==> src/rtl/byte_alu_pkg.sv <==
`timescale 1ns/1ps
package byte_alu_pkg;

  localparam int OP_W   = 4;
  localparam int FLAG_N = 4;

  // flag vector bit positions
  localparam int FC = 0;
  localparam int FZ = 1;
  localparam int FV = 2;
  localparam int FN = 3;

  typedef enum logic [OP_W-1:0] {
    OP_PASS    = 4'd0,
    OP_AND     = 4'd1,
    OP_OR      = 4'd2,
    OP_XOR     = 4'd3,
    OP_ADC     = 4'd4,
    OP_SBC     = 4'd5,
    OP_CMPA    = 4'd6,
    OP_CMPX    = 4'd7,
    OP_BITT    = 4'd8,
    OP_INC     = 4'd9,
    OP_DEC     = 4'd10,
    OP_SHL     = 4'd11,
    OP_SHR     = 4'd12,
    OP_ROTL    = 4'd13,
    OP_ROTR    = 4'd14,
    OP_ANDXSUB = 4'd15
  } alu_op_e;

  typedef enum logic [1:0] {
    DST_NONE = 2'd0,
    DST_MAIN = 2'd1,
    DST_X    = 2'd2
  } alu_dst_e;

  // per-operation flag write mask {N,V,Z,C}
  function automatic logic [FLAG_N-1:0] flag_mask(input alu_op_e o);
    logic [FLAG_N-1:0] m;
    m = '0;
    unique case (o)
      OP_ADC, OP_SBC:                         m = 4'b1111;
      OP_CMPA, OP_CMPX, OP_ANDXSUB,
      OP_SHL, OP_SHR, OP_ROTL, OP_ROTR:       m = 4'b1011;
      OP_BITT:                                m = 4'b1110;
      default:                                m = 4'b1010;
    endcase
    return m;
  endfunction

  function automatic alu_dst_e dest_of(input alu_op_e o);
    alu_dst_e d;
    unique case (o)
      OP_CMPA, OP_CMPX, OP_BITT: d = DST_NONE;
      OP_ANDXSUB:                d = DST_X;
      default:                   d = DST_MAIN;
    endcase
    return d;
  endfunction

endpackage

==> src/rtl/alu_addsub.sv <==
`timescale 1ns/1ps
// One ripple adder shared by add, subtract, compare, inc/dec and the fused op.
// Subtraction is a + ~b + cin, so carry out means "no borrow".
module alu_addsub #(
  parameter int DATA_W = 8
) (
  input  logic [DATA_W-1:0] a_in,
  input  logic [DATA_W-1:0] b_in,
  input  logic              cin,
  input  logic              inv_b,
  output logic [DATA_W-1:0] sum_out,
  output logic              cout,
  output logic              ovf
);

  localparam int SUM_W = DATA_W + 1;

  function automatic logic [SUM_W-1:0] wide_add(
    input logic [DATA_W-1:0] x,
    input logic [DATA_W-1:0] y,
    input logic              c
  );
    return {1'b0, x} + {1'b0, y} + {{DATA_W{1'b0}}, c};
  endfunction

  function automatic logic sign_ovf(
    input logic xs,
    input logic ys,
    input logic rs
  );
    // operands agree in sign, result disagrees
    return ~(xs ^ ys) & (xs ^ rs);
  endfunction

  logic [DATA_W-1:0] b_eff;
  logic [SUM_W-1:0]  total;

  assign b_eff   = inv_b ? ~b_in : b_in;
  assign total   = wide_add(a_in, b_eff, cin);
  assign sum_out = total[DATA_W-1:0];
  assign cout    = total[DATA_W];
  assign ovf     = sign_ovf(a_in[DATA_W-1], b_eff[DATA_W-1], total[DATA_W-1]);

endmodule

==> src/rtl/alu_logic.sv <==
`timescale 1ns/1ps
module alu_logic
  import byte_alu_pkg::*;
#(
  parameter int DATA_W = 8
) (
  input  alu_op_e           op,
  input  logic [DATA_W-1:0] a_in,
  input  logic [DATA_W-1:0] b_in,
  output logic [DATA_W-1:0] res
);

  always_comb begin
    unique case (op)
      OP_AND, OP_BITT: res = a_in & b_in;
      OP_OR:           res = a_in | b_in;
      OP_XOR:          res = a_in ^ b_in;
      default:         res = b_in;
    endcase
  end

endmodule

==> src/rtl/alu_shift.sv <==
`timescale 1ns/1ps
module alu_shift
  import byte_alu_pkg::*;
#(
  parameter int DATA_W = 8
) (
  input  alu_op_e           op,
  input  logic [DATA_W-1:0] v_in,
  input  logic              cin,
  output logic [DATA_W-1:0] res,
  output logic              cout
);

  function automatic logic [DATA_W:0] go_left(input logic [DATA_W-1:0] v, input logic fill);
    return {v, fill};
  endfunction

  function automatic logic [DATA_W:0] go_right(input logic [DATA_W-1:0] v, input logic fill);
    return {fill, v};
  endfunction

  logic [DATA_W:0] lft, rgt;
  logic            fill_bit;

  assign fill_bit = (op == OP_ROTL || op == OP_ROTR) ? cin : 1'b0;
  assign lft      = go_left(v_in, fill_bit);
  assign rgt      = go_right(v_in, fill_bit);

  always_comb begin
    if (op == OP_SHL || op == OP_ROTL) begin
      res  = lft[DATA_W-1:0];
      cout = lft[DATA_W];
    end else begin
      res  = rgt[DATA_W:1];
      cout = rgt[0];
    end
  end

endmodule

==> src/rtl/byte_alu.sv <==
`timescale 1ns/1ps
module byte_alu
  import byte_alu_pkg::*;
#(
  parameter int DATA_W = 8
) (
  input  logic [OP_W-1:0]   op_sel,
  input  logic [DATA_W-1:0] acc_in,
  input  logic [DATA_W-1:0] xr_in,
  input  logic [DATA_W-1:0] opnd_in,
  input  logic [FLAG_N-1:0] flags_in,
  output logic [DATA_W-1:0] res_out,
  output logic [FLAG_N-1:0] flags_out,
  output logic [FLAG_N-1:0] flag_we,
  output logic [1:0]        res_dest
);

  alu_op_e op;
  assign op = alu_op_e'(op_sel);

  // adder operand steering
  logic [DATA_W-1:0] add_a, add_b, add_sum;
  logic              add_cin, add_inv, add_carry, add_ovf;

  always_comb begin
    add_a   = acc_in;
    add_b   = opnd_in;
    add_cin = 1'b0;
    add_inv = 1'b0;
    unique case (op)
      OP_ADC:     add_cin = flags_in[FC];
      OP_SBC:     begin add_cin = flags_in[FC]; add_inv = 1'b1; end
      OP_CMPA:    begin add_cin = 1'b1; add_inv = 1'b1; end
      OP_CMPX:    begin add_a = xr_in; add_cin = 1'b1; add_inv = 1'b1; end
      OP_ANDXSUB: begin add_a = acc_in & xr_in; add_cin = 1'b1; add_inv = 1'b1; end
      OP_INC:     begin add_a = opnd_in; add_b = '0; add_cin = 1'b1; end
      OP_DEC:     begin add_a = opnd_in; add_b = '0; add_inv = 1'b1; end
      default:    ;
    endcase
  end

  alu_addsub #(.DATA_W(DATA_W)) u_add (
    .a_in    (add_a),
    .b_in    (add_b),
    .cin     (add_cin),
    .inv_b   (add_inv),
    .sum_out (add_sum),
    .cout    (add_carry),
    .ovf     (add_ovf)
  );

  logic [DATA_W-1:0] log_res;
  alu_logic #(.DATA_W(DATA_W)) u_log (
    .op   (op),
    .a_in (acc_in),
    .b_in (opnd_in),
    .res  (log_res)
  );

  logic [DATA_W-1:0] sh_res;
  logic              sh_carry;
  alu_shift #(.DATA_W(DATA_W)) u_sh (
    .op   (op),
    .v_in (opnd_in),
    .cin  (flags_in[FC]),
    .res  (sh_res),
    .cout (sh_carry)
  );

  // result select and candidate flags
  logic [DATA_W-1:0] res_sel;
  logic [FLAG_N-1:0] flag_new;
  logic              uses_add, uses_sh;

  assign uses_add = (op == OP_ADC) || (op == OP_SBC) || (op == OP_CMPA) ||
                    (op == OP_CMPX) || (op == OP_ANDXSUB) || (op == OP_INC) ||
                    (op == OP_DEC);
  assign uses_sh  = (op == OP_SHL) || (op == OP_SHR) || (op == OP_ROTL) ||
                    (op == OP_ROTR);

  always_comb begin
    if (uses_add)     res_sel = add_sum;
    else if (uses_sh) res_sel = sh_res;
    else              res_sel = log_res;
  end

  always_comb begin
    flag_new[FZ] = (res_sel == '0);
    flag_new[FN] = res_sel[DATA_W-1];
    flag_new[FC] = uses_sh ? sh_carry : add_carry;
    flag_new[FV] = add_ovf;
    if (op == OP_BITT) begin
      flag_new[FN] = opnd_in[DATA_W-1];
      flag_new[FV] = opnd_in[DATA_W-2];
    end
  end

  logic [FLAG_N-1:0] mask;
  assign mask = flag_mask(op);

  // per-flag merge: written flags take the new value, others pass through
  for (genvar gi = 0; gi < FLAG_N; gi++) begin : g_merge
    assign flags_out[gi] = mask[gi] ? flag_new[gi] : flags_in[gi];
  end

  assign res_out  = res_sel;
  assign flag_we  = mask;
  assign res_dest = dest_of(op);

endmodule

==> config.mk <==
export PLATFORM = sky130hd
export DESIGN_NAME = byte_alu
export DESIGN_NICKNAME = d
export VERILOG_FILES = /design/src/rtl/byte_alu_pkg.sv /design/src/rtl/alu_addsub.sv /design/src/rtl/alu_logic.sv /design/src/rtl/alu_shift.sv /design/src/rtl/byte_alu.sv
export SDC_FILE = /design/constraint.sdc
export NUM_CORES = 1
export LEC_CHECK = 0
export BUFFER_PORTS_ARGS = -buffer_cell sky130_fd_sc_hd__buf_2
export CAP_MARGIN = 0
export CORE_UTILIZATION = 55
export DETAILED_ROUTE_END_ITERATION = 16
export PLACE_DENSITY = 0.86
export SLEW_MARGIN = 40
export SYNTH_ARGS = -nofsm -noshare
export SYNTH_HDL_FRONTEND = slang
export SYNTH_HIERARCHICAL = 1
export SYNTH_SLANG_ARGS = --single-unit
export TNS_END_PERCENT = 50
==> constraint.sdc <==
create_clock -name vclk -period 4.65
set_input_delay 0.2325 -clock vclk [all_inputs]
set_output_delay 0.2325 -clock vclk [all_outputs]
set_load 0.005 [all_outputs]
# Word level (Yosys, flattened, before mapping)
# Memory sizes are Yosys's and may differ from the RTL's.
# Index checks and enable logic that the tools add are counted.
[op_classes]
mux = 18
n_eq_ne = 15
n_reduce_logical = 18
n_addsub = 2
n_bitwise = 9
[op_table]
columns = ["operator", "n"]
rows = [
  ["$pmux W8 S3", 2],
  ["$mux W8", 5],
  ["$eq A4 B4 Y1 const B", 8],
  ["$and A8 B8 Y8", 2],
  ["$eq A4 B3 Y1 const B", 4],
  ["$logic_or A1 B1 Y1", 11],
  ["$add A8 B8 Y9", 1],
  ["$add A9 B1 Y9", 1],
  ["$eq A4 B2 Y1 const B", 2],
  ["$logic_not A8 Y1", 1],
  ["$mux W1", 8],
  ["$not A8 Y8", 1],
  ["$or A8 B8 Y8", 1],
  ["$xor A8 B8 Y8", 1],
  ["$reduce_or A2 Y1", 3],
  ["$reduce_or A5 Y1", 1],
  ["$eq A4 B1 Y1 const B", 1],
  ["$pmux W2 S2", 1],
  ["$reduce_or A4 Y1", 1],
  ["$reduce_or A3 Y1", 1],
  ["$mux W2", 1],
  ["$pmux W1 S2", 1],
  ["$xor A1 B1 Y1", 2],
  ["$and A1 B1 Y1", 1],
  ["$not A1 Y1", 1],
]
[word_totals]
regBits = 0
input_bits = 32
wordCells = 63
romBits = 32
memories = 1
[memory_table]
columns = ["name", "words", "word_bits", "read_ports", "rd_clocked_by_memory_dff", "wr", "line", "text"]
rows = [
  ["(no name shown)", 16, 2, 1, 0, 0, "byte_alu_pkg.sv:42", "unique case (o)"],
]

# Depth between registers and ports, before layout
[depth]
word_depth = 11
mapped_depth = 17
depth_no_buf = 15

# Hierarchy
# Netlist, hierarchy kept.
[by_module_without_submodules]
columns = ["module", "area_each_um2", "cells_per_inst", "seq_area_each_um2", "instances"]
rows = [
  ["byte_alu", 809.5, 127, 0.0, 1],
  ["alu_logic", 706.9, 86, 0.0, 1],
  ["alu_addsub", 473.0, 60, 0.0, 1],
  ["alu_shift", 166.4, 20, 0.0, 1],
]

# Worst setup path after synthesis
# Ideal clock, no wire load.
[synth_timing]
path_type = "input-to-output"
from = "input port op_sel[0]"
to = "output port flags_out[1]"
setup_slack_ns = 0.945
t_required_ns = 4.418
path_buffers = 2
arrival_time_ns = 3.472
stages = 17
cell_sequence = "buf_6 xor2_1 and2_1 clkbuf_1 a21oi_1 a221o_1 inv_1 fa_1 fa_1 nor2b_1 o31a_1 o31ai_1 a21boi_1 nor4_1 nand2_1 o31ai_1 nor4bb_1"
[synth_via]
elab_cells_between_ends = 46
classes_between = "2 x add/sub; 15 x eq/ne; 11 x mux; 1 x bitwise; 17 x reduce/logical"
[synth_rtl]
columns = ["element", "line", "text"]
rows = [
  ["from (decl)", "byte_alu.sv:7", "input logic [OP_W-1:0] op_sel,"],
  ["$eq A4 B4 Y1", "byte_alu.sv:30", "unique case (op)"],
  ["$reduce_or A2 Y1 (no line)", "n/a", ""],
  ["$pmux W8 S3 (*)", "byte_alu.sv:30", ""],
  ["via add_a[0]", "byte_alu.sv:22", "logic [DATA_W-1:0] add_a, add_b, add_sum;"],
  ["$add A8 B8 Y9 (*)", "alu_addsub.sv:23", "return {1'b0, x} + {1'b0, y} + {{DATA_W{1'b0}}, c};"],
  ["$add A9 B1 Y9 (*)", "alu_addsub.sv:23", ""],
  ["via add_sum[6]", "byte_alu.sv:22", ""],
  ["$mux W8 (*)", "byte_alu.sv:82", "if (uses_add) res_sel = add_sum;"],
  ["$logic_not A8 Y1 (*)", "byte_alu.sv:88", "flag_new[FZ] = (res_sel == '0);"],
  ["$mux W1 (*)", "byte_alu.sv:103", "assign flags_out[gi] = mask[gi] ? flag_new[gi] : flags_in[gi];"],
  ["to (decl)", "byte_alu.sv:13", "output logic [FLAG_N-1:0] flags_out,"],
]
# The timed path passes the listed nets; every way through them passes the cells marked *.

# Final worst setup path
[layout_timing]
from = "input port op_sel[3]"
to = "output port flags_out[1]"
# The elaborated chain is that of the path after synthesis.

==> flow_summary.json <==
{
  "status": "complete, no violations",
  "syn_inst": 293,
  "drt-initial-drc-count": 240,
  "peakVddDrop_mv": 0.0692,
  "hold_path.class": "input port to primary output",
  "viasPerCell": 6.37,
  "initial_core_util_pct": 58.0,
  "nets": 387,
  "critical-path-max-stage-delay_ns": 0.36,
  "chipHeight_um": 64.6,
  "yosys-top-cells-area": "ha_1, inv_1, o21ai_0",
  "finalHoldViolCount": 0,
  "switchingPower_uw": 199,
  "setup_violations": 0,
  "dp_hpwl_um": 4580,
  "grt.total_usage_pct": 28.6,
  "crit_path_start_kind": "input port",
  "coreArea_um2": 3720,
  "grt_max_degree": 35,
  "synthTopCellsByCount": "inv_1, ha_1, nor2_1, nand2_1, o21ai_0",
  "cp.required_ns": 4.42,
  "clkbuf_count": 0,
  "comb_power_share_pct": 100.0,
  "netlist.area_leader.share_pct": 13.3,
  "stdcell_count": 376,
  "grt_pass1_vias": 2176,
  "gr-total-overflow": 0,
  "crit_type": "input port to primary output",
  "synthesis.area_um2": 2160,
  "leakage_uw": 0.00110,
  "wl_per_cell_um": 15.9,
  "ff_latch_area_um2": 0,
  "gp_congestion": 0.920,
  "path_cells": "buf_2 > nor2b_1 > and2_1 > a21oi_1 > buf_4 > a221o_1 > ha_1 > and2b_2 > o31ai_2 > a211o_1 > o2111ai_1 > nor4_1 > nand2_1 > o31ai_1 > nor4bb_1 > buf_2",
  "synth_top_area_cell": "ha_1",
  "slew_headroom_pct": 59.5,
  "yosysMostFrequentCell": "inv_1",
  "grt_pass1_wl_um": 9720,
  "yosysWarnings": 6,
  "die_w_um": 64.6,
  "fin_crit_ns": 4.04,
  "grt_antenna_before_repair": 0,
  "antenna_cells": 0,
  "wl_um": 5960,
  "crit_top_cell": "buf_2",
  "seq_cell_count": 0,
  "p_per_area_nw_per_um2": 151,
  "cp-end-kind": "primary output",
  "rows": 22,
  "drcViolationCount": 0,
  "syn_avg_cell_area_um2": 7.36,
  "cpMaxStageDelayCell": "buf_2",
  "max_freq_mhz": 248,
  "first_pass_iters": 7,
  "cap_viol_max_count": 0,
  "stdcell_area_um2": 2370,
  "cts_resized": 0,
  "placed_area_um2": 2370,
  "area.growth.synth_to_final_pct": 10.2,
  "ys_seq_area_share_pct": 0,
  "rsz0062_at_grt": "false",
  "numPortBuffers": 46,
  "cts_setup_buffers": 0,
  "place_inst": 376,
  "dr_total_vias": 2395,
  "tightest_slew_ns": 0.607,
  "hold_buffers": 0,
  "die_area_um2": 4170,
  "cp_max_fo": 23,
  "drtAntennaViolNets": 0,
  "sw_frac_of_total_pct": 55.3,
  "period_share_pct": 86.8,
  "maxSlewViolCount": 0,
  "sequentialPowerShare_pct": 0,
  "p_int_uw": 161,
  "place_ws_ns": 0.690,
  "p_clk_share_pct": 0,
  "worst_slack_ns": 0.613,
  "arrival_ns": 3.80,
  "num_io_pins": 50,
  "setup_tns_ns": 0,
  "drive_above_1_share_pct": 25.6,
  "synth_cell_types": 65
}
-- routing by layer --
layer / global-route usage (%) / vias up / routed length, um
met1: 37.1 / 1129 / 2550
li1: - / 1136 / -
met5: 0 / - / 0
met3: 1.76 / 9 / 491
met2: 52.2 / 121 / 2840
met4: 4.44 / 0 / 82
-- area by class of cell --
class	count	area [um2]
multi-input cells	238	1890
fillers	340	1340
repair buffers	55	298
inverters	35	131
well taps	48	60.1
-- power groups by stage --
stage | Combinational, uW | Clock (uW) | Sequential (uW)
3_3_place_gp | 342 | 0 | 0
5_1_grt | 398 | 0 | 0
6_report | 360 | 0 | 0
3_5_place_dp | 352 | 0 | 0
4_1_cts | 354 | 0 | 0
2_1_floorplan | 257 | 0 | 0
-- worst max-delay path: cells and delay by family --
family	cells	cell delay, ns
adders and majority gates	1	0.29
buffers and inverters	3	0.71
and+or+nand+nor	6	1.36
AOI/OAI and AO/OA	6	1.21
-- per-stage QoR --
step / power [uW] / hold slack, ns / utilization, %
2_1_floorplan: 257 / 0.569 / -
3_3_place_gp: 342 / 0.756 / 63.9
3_5_place_dp: 352 / 0.761 / 63.9
4_1_cts: 354 / 0.761 / 63.9
5_1_grt: 398 / 0.781 / 63.9
6_report: 360 / 0.759 / 63.9
-- kinds of logic (layout without fill, tap and decap cells) --
family	Yosys count	in the layout	synth area share (%)
and+or+nand+nor	96	96	27.4
adders and majority gates	25	25	15.2
other	1	2	0.174
muxes	12	12	6.27
xor gates and xnor gates	13	13	5.28
AOI/OAI and AO/OA	90	90	33.0
buffers and inverters	56	90	12.7
-- cell usage in the layout, fill, tap and decap left out, drive strengths merged, types with 5 or more instances in the layout --
cell type and n:
o32a 5, xor2 9, nor3 7, and4bb 6
inv 35, a21oi 10, o221ai 8, o21a 7
nor2 23, buf 55, o211ai 10, ha 23
nand2 21, o21ai 20, a221o 8, mux2 9
nor2b 10
-- path summary, 6_finish.rpt --
path	startpoint	endpoint	slack, ns	cells after the start
setup / recovery	op_sel[3]	flags_out[1]	0.61	16
hold / removal	flags_in[2]	flags_out[2]	0.76	3
Power figures use the tool's default switching activity.
